===== src/rtl/cc_trap_pkg.sv =====
package cc_trap_pkg;
  typedef enum logic {
    CAUSE_FALLTHRU = 1'b0,
    CAUSE_BRANCH   = 1'b1
  } trap_cause_e;
endpackage


===== src/rtl/cc_tag_table.sv =====
module cc_tag_table #(
  parameter int SLOT_BITS = 7,
  parameter int TAG_W     = 7
) (
  input  logic                 clk,
  input  logic                 rst_n,
  input  logic                 wr_en,
  input  logic [SLOT_BITS-1:0] wr_slot,
  input  logic [TAG_W-1:0]     wr_tag,
  input  logic                 wr_valid,
  input  logic [SLOT_BITS-1:0] rd_slot,
  input  logic [TAG_W-1:0]     rd_tag,
  output logic                 hit
);
  localparam int SLOTS = 1 << SLOT_BITS;

  logic [SLOTS-1:0] vld;
  logic [TAG_W-1:0] tags [SLOTS];

  for (genvar gi = 0; gi < SLOTS; gi++) begin : g_slot
    logic             v_q;
    logic [TAG_W-1:0] t_q;
    always_ff @(posedge clk) begin
      if (!rst_n) begin
        v_q <= 1'b0;
        t_q <= '0;
      end else if (wr_en && wr_slot == SLOT_BITS'(gi)) begin
        v_q <= wr_valid;
        t_q <= wr_tag;
      end
    end
    assign vld[gi]  = v_q;
    assign tags[gi] = t_q;


    slot_write_chk: assert property (@(posedge clk) disable iff (!rst_n)
      (wr_en && wr_slot == SLOT_BITS'(gi)) |=> (v_q == $past(wr_valid) && t_q == $past(wr_tag)));
  end

  assign hit = vld[rd_slot] && (tags[rd_slot] == rd_tag);
endmodule


===== src/rtl/cc_line_window.sv =====
module cc_line_window #(
  parameter int ADDR_W     = 24,
  parameter int LINE_BITS  = 10,
  parameter int SLOT_BITS  = 7,
  parameter int RESET_LINE = 0
) (
  input  logic                            clk,
  input  logic                            rst_n,
  input  logic [LINE_BITS+SLOT_BITS-1:0]  addr,
  input  logic                            advance,
  output logic                            in_line,
  output logic [ADDR_W-1:0]               ext_target,
  output logic [ADDR_W-LINE_BITS-1:0]     cur_line
);
  localparam int CACHE_AW   = LINE_BITS + SLOT_BITS;
  localparam int LINE_IDX_W = ADDR_W - LINE_BITS;
  localparam int EXT_PAD    = ADDR_W - CACHE_AW;

  logic [CACHE_AW-1:0] cache_base;
  logic [CACHE_AW-1:0] disp;
  logic [ADDR_W-1:0]   disp_sx;

  assign cache_base = {cur_line[SLOT_BITS-1:0], {LINE_BITS{1'b0}}};
  assign disp       = addr - cache_base;
  assign disp_sx    = {{EXT_PAD{disp[CACHE_AW-1]}}, disp};
  assign ext_target = {cur_line, {LINE_BITS{1'b0}}} + disp_sx;
  assign in_line    = (disp[CACHE_AW-1:LINE_BITS] == '0);

  always_ff @(posedge clk) begin
    if (!rst_n)       cur_line <= LINE_IDX_W'(RESET_LINE);
    else if (advance) cur_line <= ext_target[ADDR_W-1:LINE_BITS];
  end


  line_move_chk: assert property (@(posedge clk) disable iff (!rst_n)
    advance |=> cur_line == $past(ext_target[ADDR_W-1:LINE_BITS]));

  line_hold_chk: assert property (@(posedge clk) disable iff (!rst_n)
    !advance |=> $stable(cur_line));
endmodule


===== src/rtl/cc_trap_ctrl.sv =====
module cc_trap_ctrl
  import cc_trap_pkg::*;
#(
  parameter int ADDR_W    = 24,
  parameter int LINE_BITS = 10,
  parameter int SLOT_BITS = 7
) (
  input  logic                 clk,
  input  logic                 rst_n,
  input  logic                 miss_req,
  input  logic [ADDR_W-1:0]    target,
  input  logic                 is_branch,
  input  logic                 ack,
  output logic                 trap,
  output logic [ADDR_W-1:0]    rep_ext,
  output logic [SLOT_BITS-1:0] rep_slot,
  output logic [LINE_BITS-1:0] rep_off,
  output logic                 rep_branch
);
  trap_cause_e cause_q;

  always_ff @(posedge clk) begin
    if (!rst_n) begin
      trap     <= 1'b0;
      rep_ext  <= '0;
      rep_slot <= '0;
      rep_off  <= '0;
      cause_q  <= CAUSE_FALLTHRU;
    end else if (trap) begin
      if (ack) trap <= 1'b0;
    end else if (miss_req) begin
      trap     <= 1'b1;
      rep_ext  <= target;
      rep_slot <= target[LINE_BITS+SLOT_BITS-1:LINE_BITS];
      rep_off  <= target[LINE_BITS-1:0];
      cause_q  <= is_branch ? CAUSE_BRANCH : CAUSE_FALLTHRU;
    end
  end

  assign rep_branch = (cause_q == CAUSE_BRANCH);


  trap_hold_chk: assert property (@(posedge clk) disable iff (!rst_n)
    (trap && !ack) |=> (trap && $stable(rep_ext) && $stable(rep_slot) && $stable(rep_off)));

  trap_clear_chk: assert property (@(posedge clk) disable iff (!rst_n)
    (trap && ack) |=> !trap);

  idle_ack_chk: assert property (@(posedge clk) disable iff (!rst_n)
    (!trap && ack && !miss_req) |=> !trap);
endmodule


===== src/rtl/cc_branch_trap.sv =====
module cc_branch_trap #(
  parameter int ADDR_W     = 24,
  parameter int LINE_BITS  = 10,
  parameter int SLOT_BITS  = 7,
  parameter int RESET_LINE = 0
) (
  input  logic                                 clk,
  input  logic                                 rst_n,
  input  logic                                 fetch_valid,
  output logic                                 fetch_ready,
  input  logic [LINE_BITS+SLOT_BITS-1:0]       fetch_addr,
  input  logic                                 fetch_branch,
  output logic [ADDR_W-1:0]                    fetch_ext_addr,
  input  logic                                 tbl_we,
  input  logic [SLOT_BITS-1:0]                 tbl_slot,
  input  logic [ADDR_W-LINE_BITS-SLOT_BITS-1:0] tbl_tag,
  input  logic                                 tbl_valid,
  input  logic                                 trap_ack,
  output logic                                 trap,
  output logic [ADDR_W-1:0]                    trap_ext_addr,
  output logic [SLOT_BITS-1:0]                 trap_slot,
  output logic [LINE_BITS-1:0]                 trap_offset,
  output logic                                 trap_by_branch,
  output logic [ADDR_W-LINE_BITS-1:0]          cur_line_base
);
  localparam int CACHE_AW = LINE_BITS + SLOT_BITS;
  localparam int TAG_W    = ADDR_W - CACHE_AW;

  logic              in_line;
  logic [ADDR_W-1:0] ext_target;
  logic              slot_hit;
  logic              pass;
  logic              advance;
  logic              miss_req;

  cc_line_window #(
    .ADDR_W(ADDR_W), .LINE_BITS(LINE_BITS), .SLOT_BITS(SLOT_BITS), .RESET_LINE(RESET_LINE)
  ) u_window (
    .clk(clk), .rst_n(rst_n), .addr(fetch_addr), .advance(advance),
    .in_line(in_line), .ext_target(ext_target), .cur_line(cur_line_base)
  );

  cc_tag_table #(.SLOT_BITS(SLOT_BITS), .TAG_W(TAG_W)) u_table (
    .clk(clk), .rst_n(rst_n),
    .wr_en(tbl_we), .wr_slot(tbl_slot), .wr_tag(tbl_tag), .wr_valid(tbl_valid),
    .rd_slot(ext_target[CACHE_AW-1:LINE_BITS]), .rd_tag(ext_target[ADDR_W-1:CACHE_AW]),
    .hit(slot_hit)
  );

  assign pass        = in_line || slot_hit;
  assign fetch_ready = !trap && pass;
  assign advance     = fetch_valid && fetch_ready && !in_line;
  assign miss_req    = fetch_valid && !pass && !trap;
  assign fetch_ext_addr = ext_target;

  cc_trap_ctrl #(.ADDR_W(ADDR_W), .LINE_BITS(LINE_BITS), .SLOT_BITS(SLOT_BITS)) u_trap (
    .clk(clk), .rst_n(rst_n), .miss_req(miss_req), .target(ext_target),
    .is_branch(fetch_branch), .ack(trap_ack), .trap(trap),
    .rep_ext(trap_ext_addr), .rep_slot(trap_slot), .rep_off(trap_offset),
    .rep_branch(trap_by_branch)
  );


  leave_traps_chk: assert property (@(posedge clk) disable iff (!rst_n)
    (fetch_valid && !fetch_ready && !trap) |=> trap);

  stall_in_trap_chk: assert property (@(posedge clk) disable iff (!rst_n)
    (trap && !trap_ack) |=> !fetch_ready);

  idle_no_trap_chk: assert property (@(posedge clk) disable iff (!rst_n)
    (!fetch_valid && !trap) |=> (!trap && $stable(cur_line_base)));
endmodule


===== config.mk =====
export PLATFORM = sky130hd
export DESIGN_NAME = cc_branch_trap
export DESIGN_NICKNAME = d
export VERILOG_FILES = /design/src/rtl/cc_trap_pkg.sv /design/src/rtl/cc_tag_table.sv /design/src/rtl/cc_line_window.sv /design/src/rtl/cc_trap_ctrl.sv /design/src/rtl/cc_branch_trap.sv
export SDC_FILE = /design/constraint.sdc
export NUM_CORES = 2
export LEC_CHECK = 0
export BUFFER_PORTS_ARGS = -buffer_cell sky130_fd_sc_hd__buf_2
export CAP_MARGIN = 10
export CORE_MARGIN = 10
export CORE_UTILIZATION = 41
export CTS_BUF_LIST = sky130_fd_sc_hd__clkbuf_8
export DETAILED_ROUTE_END_ITERATION = 8
export SETUP_SLACK_MARGIN = 0.4
export SLEW_MARGIN = 20
export SYNTH_ARGS = -nofsm -noshare
export SYNTH_HDL_FRONTEND = slang
export SYNTH_SLANG_ARGS = --single-unit

===== constraint.sdc =====
create_clock -name clk -period 6.3 [get_ports clk]
set_input_delay 0.315 -clock clk [delete_from_list [all_inputs] [get_ports clk]]
set_output_delay 0.315 -clock clk [all_outputs]
set_load 0.05 [all_outputs]

## Word-level counts from Yosys, hierarchy flattened

Cells that the tools add are included.

| word-level totals | value |
|---|---|
| input bits | 38 |
| memories kept | 0 |
| bits in writable memories | 0 |
| word-level logic and storage cells | 546 |
| bits in read-only memories | 0 |
| bits in latches | 0 |
| register bits after elaboration | 1081 |

| operators by class | value |
|---|---|
| add/sub/neg operators | 2 |
| reductions and logical operators | 141 |
| bitwise operators | 2 |
| magnitude comparators | 2 |
| divide/modulo/power cells | 0 |
| mux-type cells | 9 |
| eq/ne operators | 128 |
| shift operators | 0 |
| multiply operators | 0 |

Operator list:

| operator | count |
|---|---|
| equality test 7 bit, second input constant | 64 |
| equality test 7 x 6 -> 1 bit, second input constant | 32 |
| logical AND 1 bit | 134 |
| equality test 7 x 5 -> 1 bit, second input constant | 16 |
| equality test 7 x 4 -> 1 bit, second input constant | 8 |
| binary-select mux 7 bit (select 7 bit) | 1 |
| equality test 7 x 3 -> 1 bit, second input constant | 4 |
| adder 24 bit | 1 |
| subtractor 17 bit | 1 |
| equality test 7 x 2 -> 1 bit, second input constant | 2 |
| zero test 7 bit | 2 |
| two-way mux 7 bit | 2 |
| greater-or-equal comparator 8 bit, second input constant | 1 |
| < comparator 7 x 8 -> 1 bit, second input constant | 1 |
| NOT 7 -> 8 bit | 1 |
| binary-select mux 1 bit (select 7 bit) | 1 |
| equality test 7 x 1 -> 1 bit, second input constant | 1 |
| equality test 7 bit | 1 |
| two-way mux 1 bit | 5 |
| zero test 1 bit | 3 |
| AND reduction 2 bit | 1 |
| logical OR 1 bit | 1 |
| NOT 1 bit | 1 |

## Depth between registers and ports, before layout

| depth | value |
|---|---|
| depth in word-level cells | 14 |
| mapped depth | 26 |
| mapped depth without buffers | 23 |

## Modules after synthesis

A second synthesis with hierarchy kept.

| second synthesis, totals | value |
|---|---|
| cell total of the unflattened synthesis | 5636 |
| area, all modules | 51406.8 µm² |

By module, submodules not included:

| module | instances | sequential area each (µm²) | cells an instance | area each (µm²) |
|---|---|---|---|---|
| cc_tag_table | 1 | 20499.7 | 5322 | 48659.2 |
| cc_line_window | 1 | 280.3 | 181 | 1520.2 |
| cc_trap_ctrl | 1 | 520.5 | 130 | 1189.9 |
| cc_branch_trap | 1 | 0.0 | 3 | 37.5 |

## Least setup slack after synthesis

OpenSTA, ideal clock, no wires.

| timing | value |
|---|---|
| kind | reg-to-output |
| start point | register u_window.cur_line[0] |
| end point | output port fetch_ready |
| stages on the path, launching flop included | 24 |
| setup slack | -473 ps |
| arrival | 6458 ps |
| buffers on the path | 3 |
| required time | 5985 ps |
| cell sequence | dfxtp_1 -> ha_1 -> inv_1 -> fa_1 -> a21o_1 -> a21oi_1 -> o21bai_1 -> a21oi_1 -> xnor2_1 -> ha_1 -> clkbuf_1 -> or3b_2 -> o311ai_0 -> a211oi_2 -> inv_2 -> clkbuf_1 -> a2111oi_0 -> nor4b_2 -> xnor2_1 -> a21oi_1 -> and4_1 -> buf_4 -> inv_1 -> a21oi_1 |

| between the ends | value |
|---|---|
| word-level cells in the longest chain between the ends | 10 |
| elaborated cells between the ends (all ways) | 13 |

RTL lines:

| what | RTL line | text |
|---|---|---|
| start, declared | cc_line_window.sv:13 | `output logic [ADDR_W-LINE_BITS-1:0] cur_line` |
| start signal, assigned | cc_line_window.sv:30 | `if (!rst_n) cur_line <= LINE_IDX_W'(RESET_LINE);` |
| start signal, assigned | cc_line_window.sv:31 | `else if (advance) cur_line <= ext_target[ADDR_W-1:LINE_BITS];` |
| subtractor 17 bit | cc_line_window.sv:24 | `assign disp = addr - cache_base;` |
| adder 24 bit (*) | cc_line_window.sv:26 | `assign ext_target = {cur_line, {LINE_BITS{1'b0}}} + disp_sx;` |
| named net fetch_ext_addr[16] | cc_branch_trap.sv:13 | `output logic [ADDR_W-1:0] fetch_ext_addr,` |
| NOT 7 -> 8 bit (implied by the code) | cc_tag_table.sv:40 | `assign hit = vld[rd_slot] && (tags[rd_slot] == rd_tag);` |
| binary-select mux 7 bit (select 7 bit) | cc_tag_table.sv:40 |  |
| two-way mux 7 bit (implied by the code) (2 in a row) | cc_tag_table.sv:40 |  |
| equality test 7 bit | cc_tag_table.sv:40 |  |
| logical AND 1 bit (*) | cc_tag_table.sv:40 |  |
| logical OR 1 bit (*) | cc_branch_trap.sv:50 | `assign pass = in_line \|\| slot_hit;` |
| logical AND 1 bit (*) | cc_branch_trap.sv:51 | `assign fetch_ready = !trap && pass;` |
| end, declared | cc_branch_trap.sv:10 | `output logic fetch_ready,` |

The timed path passes the listed nets; every way through them passes the cells marked *. The select of a mux whose other input is x is not followed.

## Worst setup path in the final report

| timing | value |
|---|---|
| start point | register u_window.cur_line[1] |
| end point | output port fetch_ready |

| between the ends | value |
|---|---|
| word-level cells in the longest chain between the ends | 10 |
| elaborated cells between the ends (all ways) | 13 |

RTL lines:

| what | RTL line |
|---|---|
| subtractor 17 bit | cc_line_window.sv:24 |
| adder 24 bit | cc_line_window.sv:26 |
| NOT 7 -> 8 bit (implied by the code) | cc_tag_table.sv:40 |
| binary-select mux 7 bit (select 7 bit) | cc_tag_table.sv:40 |
| two-way mux 7 bit (implied by the code) (2 in a row) | cc_tag_table.sv:40 |
| equality test 7 bit | cc_tag_table.sv:40 |
| logical AND 1 bit | cc_tag_table.sv:40 |
| logical OR 1 bit (*) | cc_branch_trap.sv:50 |
| logical AND 1 bit (*) | cc_branch_trap.sv:51 |

Every way passes the cells marked *; elsewhere a longest branch is shown, timed or not. The select of a mux whose other input is x is not followed.

==> results.ini <==
[power_and_ir_drop]
p_per_area_nw_per_um2 = 255.2
p_total_mw = 14.86
p_leak_nw = 18.98
max-vdd-ir-drop_v = 0.0001877
combPwrFrac_pct = 12.3
netSwitchingFraction_pct = 28.47
internal_power_mw = 10.63
p_sw_mw = 4.231
pwr-share-seq_pct = 45.6
clockPowerShare_pct = 42.1

[logic_synthesis]
synth-edff-count = 0
synth_cell_type_count = 81
yosysSeqAreaShare_pct = 41.42
postSynth.asyncResetShare_pct = 0
synth_area_sq_um = 51430
yosys-top-cells-count = nand2_1 (1188), dfxtp_1 (1064), a21boi_0 (975)
syn_nets = 5921
netlist_instances = 5862
synth_top_cell_area_share_pct = 41.42
synth_area_per_cell_sq_um = 8.773
yosys.area.top_type = dfxtp_1
synth-warning-count = 0
ys.flop_type = dfxtp_1
yosysMostFrequentCell = nand2_1
ys_seq_elements = 1064
synthTopCellsByArea = dfxtp_1 (41%), a21boi_0 (14%), mux4_2 (10%)

[setup_path]
crit_chain = inv_4 -> buf_4 -> fa_2 -> a21o_1 -> a21oi_2 -> o21bai_1 -> a21oi_1 -> xnor2_1 -> ha_2 -> or3b_2 -> o311ai_2 -> a211oi_4 -> buf_12 -> mux2i_1 -> mux2_2 -> a2111oi_4 -> nor4_2 -> xnor2_1 -> nor2_1 -> and4_4 -> inv_4 -> a21oi_4 -> buf_8
arrival_ns = 5.76
startpoint_type = flip-flop
path_max_fanout = 14
reg2reg_depth = 19
r2r_setup_slack_ns = 0.80
crit_type = flip-flop to primary output
endpoint_kind = primary output
cp.required_ns = 5.98
worstReg2RegEnd = u_window.cur_line[0]
max_stage_delay_ns = 0.47
setup.worst_path.start = u_window.cur_line[1]
crit_slowest_cell = or3b_2
rr_startpoint = u_window.cur_line[1]

[min_path]
hold_depth = 3
whs_endpoint = u_table.g_slot[89].t_q[6]
hold_start = tbl_tag[6]
hold_class = primary input to flip-flop

[grt]
grt_usage_pct = 28.23
overflow = 0
grt_start_max_net_pins = 291
grt_pass1_vias = 44420
antenna_found_initial = 16
grt_pass1_wl_um = 304100

[cells_and_area]
syn2layout_area_growth_pct = 13.20
regArea_sq_um = 21310
drive_gt1_share_pct = 16.07
multiInputGateArea_sq_um = 28050
fin_nets = 5856
fillCellCount = 11820

[floorplanning]
die_w_um = 374.2
dieArea_sq_um = 140000
start_util_pct = 41.43
ios = 120
core-area_sq_um = 124100
die_h_um = 374.2
std_cell_rows = 129

[route]
drc = 0
firstDrtPassIters = 7
ant_nets = 0
routed-via-count = 47090
post_drt_wl_per_cell_um = 27.41
viasPerCell = 6.222
wl_um = 207400
drt_iter0_drc = 6025

[clocking]
clk_latency_ns = 0.92
cts-root-buf = clkbuf_8
path_clk_slew_ns = 0.06
clock_sinks = 1064
cts_tree = yes
htreeDepth = 4
cts_buffers = 182
clockBufferDepth = 3

[sta]
min_period_ns = 6.079
hold_ws_ns = 0.003016
relSlewSlack_pct = 14.76
finClkSkew_ns = 0.06188
fin_crit_sh_pct = 96.50
timing.fmax_ghz = 0.1645
drv_slew = 0
setup_violations = 0
setup-tns-final_ns = 0
tightest_slew_ns = 1.274
finalHoldViolations = 0
rsz0062_at_grt = yes

[job]
cap_violations = 0

[placed_design]
dp_hpwl_um = 124900
gp_congestion = 0.9480
io_buffers = 119

[outcome]
status = completed

stage by stage:
step	setup slack, ns	instances	cell area [sq um]	utilization [%]
finish	0.2206	7568	58220	46.90
detailed placement	0.1519	7178	53440	43.05
global placement	0.1781	7177	53410	43.03
CTS	0.3495	7557	58090	46.81
floorplan	0.4133	5862	51450	-
global route	0.02369	7564	58210	46.90
sequential cells by signal, indices dropped and copies added, names as in the netlist:
signal	cells
u_table.g_slot.t_q	896
u_table.g_slot.v_q	128
u_trap.rep_branch	1
u_trap.rep_ext	9
u_trap.rep_off	9
u_trap.rep_slot	6
u_trap.trap	1
u_window.cur_line	14
metal layers:
layer	wire length (um)	vias up	track usage (%)	part of all wire [%]
li1	-	20530	-	-
met1	86110	23540	37.96	42
met2	90410	2459	42.17	44
met3	20470	548	6.994	9.9
met4	10330	14	13.50	5.0
met5	99	-	0	0.048
how the worst max path moves through the flow:
stage                                       to  slack (ns)  cells after the start
after global placement    u_window.cur_line[0]        0.18                     25
final                              fetch_ready        0.22                     23
after detailed placement           fetch_ready        0.15                     22
after global routing               fetch_ready        0.02                     23
after floorplan                    fetch_ready        0.41                     23
after CTS                          fetch_ready        0.35                     18
placed cells by master (no fill, tap or decap), types with 12 or more instances in the layout:
cell and instances:
o211ai_1 17, buf_4 185, buf_2 109, nand4_1 16, clkbuf_8 222, nand2b_1 16, buf_12 26, mux2i_1 114
a22oi_1 24, a21boi_0 974, nor2_1 124, ha_1 12, and3_1 25, o21ai_0 607, a21oi_1 23, nor2b_1 63
xnor2_1 12, nand2_1 1180, inv_1 88, and2_1 12, nand3_1 423, dfxtp_1 1061, dlygate4sd3_1 16, mux4_2 233
power groups by stage:
stage	registers, mW	logic (mW)	clock network [mW]
after floorplan	6.98	0.975	0
after global placement	6.92	1.59	0
after detailed placement	6.93	1.60	0
after CTS	6.78	1.76	6.31
after global routing	6.78	1.87	6.59
final	6.78	1.82	6.26
critical path, delay by kind of cell, from the launching register on:
kind,cells,cell delay [ns]
flip-flops,1,0.38
XOR/XNOR,2,0.25
AND/OR/NAND/NOR,4,1.02
AO/OA/AOI/OAI,8,1.36
adder cells (fa/ha/maj),2,0.80
multiplexers,2,0.44
buffers and inverters,5,0.59
final cells by class:
cell class / instances / share of cell area (%)
well taps: 1637 / 3.518
multi-input cells: 4157 / 48.18
flip-flops and latches: 1064 / 36.61
inverters: 32 / 0.3331
repair inverters: 4 / 0.06448
clock inverters: 88 / 0.8618
diodes: 8 / 0.03439
clock buffers: 222 / 5.248
repair buffers: 356 / 5.149
cell families after synthesis:
family	synth area share, %
compound gates	23.40
xor+xnor	0.4039
fa+ha+maj	0.5401
buf+inv	5.153
flops	41.42
mux	12.62
simple gates	16.46
repair_timing:
| action | CTS | global route |
|---|---|---|
| setup buffers | 44 | 2 |
| pin swaps | 39 | 9 |
| resized for setup | 94 | 9 |
| endpoints found under the setup margin | 39 | 1 |
| hold buffers | 16 | 0 |
| gates cloned | 9 | 0 |
| endpoints found under the hold margin | 64 | 0 |
No activity file was read; power rests on OpenSTA's default activity.
